[src/rtl/bridge_dma_pkg.sv]
package bridge_dma_pkg;
  localparam int ALW   = 16;  // moving part of the A address
  localparam int BKW   = 8;   // fixed bank part of the A address
  localparam int CNTW  = 16;  // byte counter width
  localparam int BYTEW = 8;

  typedef enum logic [1:0] {
    ADJ_INC  = 2'd0,
    ADJ_FIX  = 2'd1,
    ADJ_DEC  = 2'd2,
    ADJ_FIX2 = 2'd3
  } adj_e;

  // Offset added to the B index at pattern step 'step'.
  function automatic logic [1:0] pat_offset(input logic [2:0] pat, input logic [1:0] step);
    logic [1:0] r;
    case (pat)
      3'd1, 3'd5: r = {1'b0, step[0]};
      3'd3, 3'd7: r = {1'b0, step[1]};
      3'd4:       r = step;
      default:    r = 2'd0;
    endcase
    return r;
  endfunction
endpackage

[src/rtl/bridge_dma_regs.sv]
module bridge_dma_regs import bridge_dma_pkg::*; #(
  parameter int CH = 8,
  localparam int CHW = $clog2(CH),
  localparam int RAW = CHW + 4
) (
  input  logic              clk,
  input  logic              rst,
  input  logic              cpu_we,
  input  logic [RAW-1:0]    cpu_addr,
  input  logic [BYTEW-1:0]  cpu_wdata,
  output logic [BYTEW-1:0]  cpu_rdata,
  input  logic              lock,
  input  logic [CHW-1:0]    sel_ch,
  output logic              sel_dir,
  output logic [1:0]        sel_adj,
  output logic [2:0]        sel_pat,
  output logic [BYTEW-1:0]  sel_bix,
  output logic [ALW-1:0]    sel_lo,
  output logic [BKW-1:0]    sel_bank,
  output logic [CNTW-1:0]   sel_cnt,
  input  logic              upd,
  input  logic [ALW-1:0]    upd_lo,
  input  logic [CNTW-1:0]   upd_cnt
);
  logic [CH-1:0][BYTEW-1:0] prm_v, bix_v;
  logic [CH-1:0][ALW-1:0]   lo_v;
  logic [CH-1:0][BKW-1:0]   bk_v;
  logic [CH-1:0][CNTW-1:0]  cnt_v;

  for (genvar c = 0; c < CH; c++) begin : g_ch
    logic [BYTEW-1:0] prm_q, bix_q;
    logic [ALW-1:0]   lo_q;
    logic [BKW-1:0]   bk_q;
    logic [CNTW-1:0]  cnt_q;
    logic             hit;
    assign hit = cpu_we && !lock && (cpu_addr[RAW-1:4] == CHW'(c));

    always_ff @(posedge clk) begin
      if (rst) begin
        prm_q <= '1;
        bix_q <= '1;
        lo_q  <= '1;
        bk_q  <= '1;
        cnt_q <= '1;
      end else if (upd && sel_ch == CHW'(c)) begin
        lo_q  <= upd_lo;
        cnt_q <= upd_cnt;
      end else if (hit) begin
        case (cpu_addr[3:0])
          4'd0: prm_q       <= cpu_wdata;
          4'd1: bix_q       <= cpu_wdata;
          4'd2: lo_q[7:0]   <= cpu_wdata;
          4'd3: lo_q[15:8]  <= cpu_wdata;
          4'd4: bk_q        <= cpu_wdata;
          4'd5: cnt_q[7:0]  <= cpu_wdata;
          4'd6: cnt_q[15:8] <= cpu_wdata;
          default: ;
        endcase
      end
    end

    assign prm_v[c] = prm_q;
    assign bix_v[c] = bix_q;
    assign lo_v[c]  = lo_q;
    assign bk_v[c]  = bk_q;
    assign cnt_v[c] = cnt_q;
  end

  logic [CHW-1:0] rch;
  assign rch = cpu_addr[RAW-1:4];

  always_ff @(posedge clk) begin
    if (rst) begin
      cpu_rdata <= '0;
    end else begin
      case (cpu_addr[3:0])
        4'd0:    cpu_rdata <= prm_v[rch];
        4'd1:    cpu_rdata <= bix_v[rch];
        4'd2:    cpu_rdata <= lo_v[rch][7:0];
        4'd3:    cpu_rdata <= lo_v[rch][15:8];
        4'd4:    cpu_rdata <= bk_v[rch];
        4'd5:    cpu_rdata <= cnt_v[rch][7:0];
        4'd6:    cpu_rdata <= cnt_v[rch][15:8];
        default: cpu_rdata <= '0;
      endcase
    end
  end

  logic [BYTEW-1:0] sel_prm;
  assign sel_prm  = prm_v[sel_ch];
  assign sel_dir  = sel_prm[7];
  assign sel_adj  = sel_prm[4:3];
  assign sel_pat  = sel_prm[2:0];
  assign sel_bix  = bix_v[sel_ch];
  assign sel_lo   = lo_v[sel_ch];
  assign sel_bank = bk_v[sel_ch];
  assign sel_cnt  = cnt_v[sel_ch];

  // a locked register port leaves the addressed parameter byte alone
  assert_locked_hold_R11: assert property (@(posedge clk) disable iff (rst)
    (lock && !upd) |=> $stable(prm_v));
endmodule

[src/rtl/bridge_dma_seq.sv]
module bridge_dma_seq import bridge_dma_pkg::*; #(
  parameter int CH = 8,
  parameter logic [BYTEW-1:0] BPAGE = 8'h21,
  localparam int CHW = $clog2(CH)
) (
  input  logic                 clk,
  input  logic                 rst,
  input  logic                 start_we,
  input  logic [CH-1:0]        start_mask,
  input  logic                 pause,
  input  logic                 sel_dir,
  input  logic [1:0]           sel_adj,
  input  logic [2:0]           sel_pat,
  input  logic [BYTEW-1:0]     sel_bix,
  input  logic [ALW-1:0]       sel_lo,
  input  logic [BKW-1:0]       sel_bank,
  input  logic [CNTW-1:0]      sel_cnt,
  output logic [CHW-1:0]       sel_ch,
  output logic                 upd,
  output logic [ALW-1:0]       upd_lo,
  output logic [CNTW-1:0]      upd_cnt,
  output logic [BKW+ALW-1:0]   a_addr,
  output logic                 a_rd,
  output logic                 a_wr,
  output logic [2*BYTEW-1:0]   b_addr,
  output logic                 b_rd,
  output logic                 b_wr,
  output logic                 stall,
  output logic                 done
);
  logic [CH-1:0]  pend_q, pend_d;
  logic [CHW-1:0] cur, xch_q;
  logic [1:0]     step_q;
  logic           go, last;

  // lowest pending channel wins
  always_comb begin
    cur = '0;
    for (int i = CH - 1; i >= 0; i--) begin
      if (pend_q[i]) cur = CHW'(i);
    end
  end

  assign go      = (|pend_q) && !pause;
  assign last    = (sel_cnt == CNTW'(1));
  assign sel_ch  = cur;
  assign upd     = go;
  assign upd_cnt = sel_cnt - CNTW'(1);

  always_comb begin
    case (adj_e'(sel_adj))
      ADJ_INC: upd_lo = sel_lo + ALW'(1);
      ADJ_DEC: upd_lo = sel_lo - ALW'(1);
      default: upd_lo = sel_lo;
    endcase
  end

  always_comb begin
    pend_d = pend_q;
    if (go && last) pend_d[cur] = 1'b0;
  end

  always_ff @(posedge clk) begin
    if (rst) begin
      pend_q <= '0;
      stall  <= 1'b0;
      done   <= 1'b0;
      step_q <= '0;
      a_rd   <= 1'b0;
      a_wr   <= 1'b0;
      b_rd   <= 1'b0;
      b_wr   <= 1'b0;
      a_addr <= '0;
      b_addr <= '0;
      xch_q  <= '0;
    end else begin
      done <= stall && !(|pend_q);
      if (start_we && !stall) begin
        pend_q <= start_mask;
        stall  <= |start_mask;
      end else begin
        pend_q <= pend_d;
        stall  <= |pend_q;
      end
      if (go) begin
        step_q <= last ? 2'd0 : step_q + 2'd1;
        a_addr <= {sel_bank, sel_lo};
        b_addr <= {BPAGE, sel_bix + BYTEW'(pat_offset(sel_pat, step_q))};
        xch_q  <= cur;
      end
      a_rd <= go && !sel_dir;
      b_wr <= go && !sel_dir;
      b_rd <= go && sel_dir;
      a_wr <= go && sel_dir;
    end
  end

  // each byte pairs a read on one bus with a write on the other
  assert_paired_strobes_R2: assert property (@(posedge clk) disable iff (rst)
    (a_rd == b_wr) && (a_wr == b_rd) && !(a_rd && a_wr));

  // a paused cycle moves no byte
  assert_pause_idle_R8: assert property (@(posedge clk) disable iff (rst)
    pause |=> !(a_rd || a_wr));

  // bus activity only while the processor is held
  assert_strobe_in_stall_R1: assert property (@(posedge clk) disable iff (rst)
    (a_rd || a_wr) |-> stall);

  // completion pulse follows the end of the stall
  assert_done_after_stall_R1: assert property (@(posedge clk) disable iff (rst)
    done |-> (!stall && $past(stall)));

  // the bank byte holds across consecutive bytes of one channel
  assert_bank_fixed_R4: assert property (@(posedge clk) disable iff (rst)
    ((a_rd || a_wr) && $past(a_rd || a_wr) && xch_q == $past(xch_q))
      |-> a_addr[BKW+ALW-1:ALW] == $past(a_addr[BKW+ALW-1:ALW]));
endmodule

[src/rtl/bridge_dma.sv]
module bridge_dma import bridge_dma_pkg::*; #(
  parameter int CH = 8,
  parameter logic [BYTEW-1:0] BPAGE = 8'h21,
  localparam int CHW = $clog2(CH)
) (
  input  logic                 clk,
  input  logic                 rst,
  input  logic                 cfg_we,
  input  logic [CHW+3:0]       cfg_addr,
  input  logic [BYTEW-1:0]     cfg_wdata,
  output logic [BYTEW-1:0]     cfg_rdata,
  input  logic                 start_we,
  input  logic [CH-1:0]        start_mask,
  input  logic                 pause,
  output logic                 stall,
  output logic                 done,
  output logic [BKW+ALW-1:0]   a_addr,
  output logic                 a_rd,
  output logic                 a_wr,
  output logic [2*BYTEW-1:0]   b_addr,
  output logic                 b_rd,
  output logic                 b_wr
);
  logic [CHW-1:0]   sel_ch;
  logic             sel_dir, upd;
  logic [1:0]       sel_adj;
  logic [2:0]       sel_pat;
  logic [BYTEW-1:0] sel_bix;
  logic [ALW-1:0]   sel_lo, upd_lo;
  logic [BKW-1:0]   sel_bank;
  logic [CNTW-1:0]  sel_cnt, upd_cnt;

  bridge_dma_regs #(.CH(CH)) u_regs (
    .clk(clk), .rst(rst),
    .cpu_we(cfg_we), .cpu_addr(cfg_addr), .cpu_wdata(cfg_wdata), .cpu_rdata(cfg_rdata),
    .lock(stall), .sel_ch(sel_ch),
    .sel_dir(sel_dir), .sel_adj(sel_adj), .sel_pat(sel_pat), .sel_bix(sel_bix),
    .sel_lo(sel_lo), .sel_bank(sel_bank), .sel_cnt(sel_cnt),
    .upd(upd), .upd_lo(upd_lo), .upd_cnt(upd_cnt)
  );

  bridge_dma_seq #(.CH(CH), .BPAGE(BPAGE)) u_seq (
    .clk(clk), .rst(rst),
    .start_we(start_we), .start_mask(start_mask), .pause(pause),
    .sel_dir(sel_dir), .sel_adj(sel_adj), .sel_pat(sel_pat), .sel_bix(sel_bix),
    .sel_lo(sel_lo), .sel_bank(sel_bank), .sel_cnt(sel_cnt),
    .sel_ch(sel_ch), .upd(upd), .upd_lo(upd_lo), .upd_cnt(upd_cnt),
    .a_addr(a_addr), .a_rd(a_rd), .a_wr(a_wr),
    .b_addr(b_addr), .b_rd(b_rd), .b_wr(b_wr),
    .stall(stall), .done(done)
  );
endmodule

[config.mk]
export PLATFORM = sky130hd
export DESIGN_NAME = bridge_dma
export DESIGN_NICKNAME = d
export VERILOG_FILES = /design/src/rtl/bridge_dma_pkg.sv /design/src/rtl/bridge_dma_regs.sv /design/src/rtl/bridge_dma_seq.sv /design/src/rtl/bridge_dma.sv
export SDC_FILE = /design/constraint.sdc
export NUM_CORES = 2
export LEC_CHECK = 0
export ABC_AREA = 1
export BUFFER_PORTS_ARGS = -buffer_cell sky130_fd_sc_hd__buf_2
export CELL_PAD_IN_SITES_DETAIL_PLACEMENT = 2
export CELL_PAD_IN_SITES_GLOBAL_PLACEMENT = 2
export CORE_MARGIN = 5
export CORE_UTILIZATION = 35
export DETAILED_ROUTE_END_ITERATION = 8
export PLACE_DENSITY_LB_ADDON = 0.1
export SLEW_MARGIN = 20
export SYNTH_ARGS = -nofsm -noshare
export SYNTH_HDL_FRONTEND = slang
export SYNTH_HIERARCHICAL = 1
export SYNTH_SLANG_ARGS = --single-unit
[constraint.sdc]
create_clock -name clk -period 5 [get_ports clk]
set_input_delay 1 -clock clk [delete_from_list [all_inputs] [get_ports clk]]
set_output_delay 1 -clock clk [all_outputs]
set_load 0.02 [all_outputs]
==> flow_summary_export.csv <==
group,metric,value,unit
drt,vias_per_cell,6.26,
worst_setup_path,critPathKind,"reg2reg",
yosys,synth_edf_count,0,
sta,worst_slew_pin_slew,1.22,ns
sta,min_period,4.90,ns
worst_setup_path,r2r-start,"u_seq/pend_q[7]",
finish,syn_to_final_growth,14.4,%
die,die-area,86300,um^2
sta,relSlewSlack,18.1,%
clock_network,cts_buffer_depth,3,
clock_network,htreeDepth,3,
worst_setup_path,critPathLaunch,"u_seq/pend_q[7]",
grt,overflow,0,
sta,finalHoldViolations,0,
placed_design,dp.cells,5329,
yosys,synth_seq_cells,503,
worst_setup_path,cp.required,5.50,ns
worst_setup_path,start_kind,"register",
hold_path,hold_class,"reg2reg",
sta,holdWs,0.463,ns
yosys,synthCells,4360,
worst_setup_path,cp_max_fo,53,
drt,num_vias,34200,
finish,stdcell_count,5455,
die,dieHeight,294,um
sta,fmax,204,MHz
die,initial_utilization,35.2,%
sta,slew_viol_final,0,
grt,grt_max_degree,112,
clock_network,clock-root-buffer,"clkbuf_16",
flow_run,cap_viol_max_count,0,
yosys,async_flop_share,0,%
grt,antenna_found_initial,7,
status,status,"completed",
power,leakage,16.1,nW
die,core,80200,um^2
worst_setup_path,cp-end-kind,"register",
worst_setup_path,crit_slowest_cell,"o21ai_0",
drt,drtIter0Drc,3285,
worst_setup_path,cp.arrival,5.40,ns
worst_setup_path,crit_path_max_incr_delay,0.52,ns
yosys,synthesis.area,28200,um^2
die,die_w,294,um
sta,timing.final.crit_share,98.0,%
finish,finalNetCount,4375,
yosys,seq_area_frac_synth,35.7,%
grt,grtUsageTotal,36.9,%
clock_network,clk_latency,0.62,ns
finish,drive_gt1_share,9.31,%
placed_design,gp_congestion,0.942,
die,row_count,104,
grt,grt_pass1_wl,239000,um
placed_design,port_buffers,75,
grt,grt_pass1_vias,34700,
finish,fillCellCount,9782,
power,p_per_area,478,nW/um^2
hold_path,worstHoldStart,"u_regs/g_ch[1].prm_q[5]",
worst_setup_path,crit_top_cell,"nand2_1",
drt,drc,0,
clock_network,cts-buffers-inserted,66,
drt,firstDrtPassIters,6,
power,ir_worst_vdd,0.285,mV
drt,drt_wl_total,166000,um
sta,worst_clock_skew,0.0349,ns
clock_network,cts_tree,"built",
drt,ant_nets,0,
clock_network,clk_pin_slew,0.06,ns
power,p_total,15.4,mW
drt,wl_per_cell,30.4,um
die,ios,82,
placed_design,dpl.hpwl,112000,um
yosys,synth.avg_cell_area,6.47,um^2
sta,worst_slack,0.0982,ns
placed_design,dp_slack,0.132,ns
yosys,yosys_most_used_dff,"dfxtp_1",
yosys,yosysWarnings,6,
yosys,synthDistinctLibCells,44,
clock_network,cts.sinks,503,
sta,setup_viol,0,
## synthesized netlist by cell type (all sizes together) (60+ instances only)
library cell	n	area, um^2
o21ai	185	926
inv	242	908
buf	91	473
nand3	307	1540
dfxtp	503	10100
o211ai	99	743
a22oi	60	450
o2111ai	253	2220
clkbuf	228	897
nand2	1879	7080
nor2	202	881
a21oi	141	706
## cells by family (layout without fill, tap and decap cells)
group                    after synthesis  after routing  share of synthesized area (%)
other                                  1             10                         0.0133
AND/OR/NAND/NOR                     2431           2431                           34.8
AO/OA/AOI/OAI                        825            825                           20.2
buffers and inverters                568            594                           8.18
adder cells (fa/ha/maj)                6              6                          0.293
XOR/XNOR                              26             26                          0.808
flip-flops                           503            503                           35.7
## report_power, final
group	leakage (nW)	switching [mW]	internal (mW)
logic	10.9	4.38	1.48
clock network	1.10	2.07	3.05
registers	4.10	0.194	4.26
total	16.1	6.64	8.79
## what timing repair did
item	in CTS	in global routing
setup buffers	0	2
endpoints found under the hold margin	0	0
endpoints found under the setup margin	0	96
resized for setup	0	11
hold buffers	0	0
## cell usage in the layout (no fill, tap or decap), types with 59 or more instances in the layout
cell	count
buf_4	140
a22oi_1	59
clkbuf_16	69
nand3_1	307
buf_2	73
o211ai_1	99
o2111ai_1	253
nor2_1	172
nand2_1	1865
a21oi_1	138
dfxtp_1	503
inv_1	224
o21ai_0	179
## worst max-delay path: cells and delay by family, from the launching register on
kind	cells	cell delay, ns
AND/OR/NAND/NOR	15	1.52
XOR/XNOR	1	0.17
buffers and inverters	5	1.48
flip-flops	1	0.33
AO/OA/AOI/OAI	4	1.28
## metal layers
metal  track usage [%]  vias to the layer above  wire length, um
li1                  -                    14600                -
met4              16.8                        6             8840
met3              8.03                      446            15500
met1              49.7                    17400            70600
met5                 0                        -               44
met2              56.6                     1696            70800
## worst paths after layout
check | to | slack, ns | cells after the start
setup / recovery | u_regs/g_ch[5].lo_q[7] | 0.1 | 25
hold / removal | u_regs/g_ch[1].prm_q[5] | 0.46 | 2
setup reg to reg | u_regs/g_ch[5].lo_q[7] | 0.1 | 25
hold reg to reg | u_regs/g_ch[1].prm_q[5] | 0.46 | 2
## sequential cells by signal, indices dropped and copies added (netlist names)
signal             flops
u_seq/a_addr          24
u_seq/done             1
u_regs/g_ch.cnt_q    128
u_seq/pend_q           8
u_regs/cpu_rdata       8
u_regs/g_ch.lo_q     128
u_seq/b_rd             1
u_regs/g_ch.bk_q      64
u_seq/step_q           2
u_seq/stall            1
u_regs/g_ch.prm_q     64
u_seq/b_addr           9
u_regs/g_ch.bix_q     64
u_seq/b_wr             1
## area by class of cell
class	count	area [um^2]	share of cell area, %
multi-input cells	3294	15900	49.4
flip-flops and latches	503	10100	31.2
clock buffers	94	1920	5.95
repair buffers	227	1700	5.26
well taps	1060	1330	4.11
inverters	249	950	2.94
clock inverters	24	347	1.07
diodes	4	10.0	0.0310
## metrics by stage
stage               utilization (%)  cell area [um^2]  setup TNS [ns]
detailed placement             37.3             29900               0
CTS                            40.1             32100               0
global placement               37.3             29900               0
floorplan                         -             28200               0
global route                   40.2             32200        -0.00991
finish                         40.2             32300               0
(Power assumes the default switching activity.)
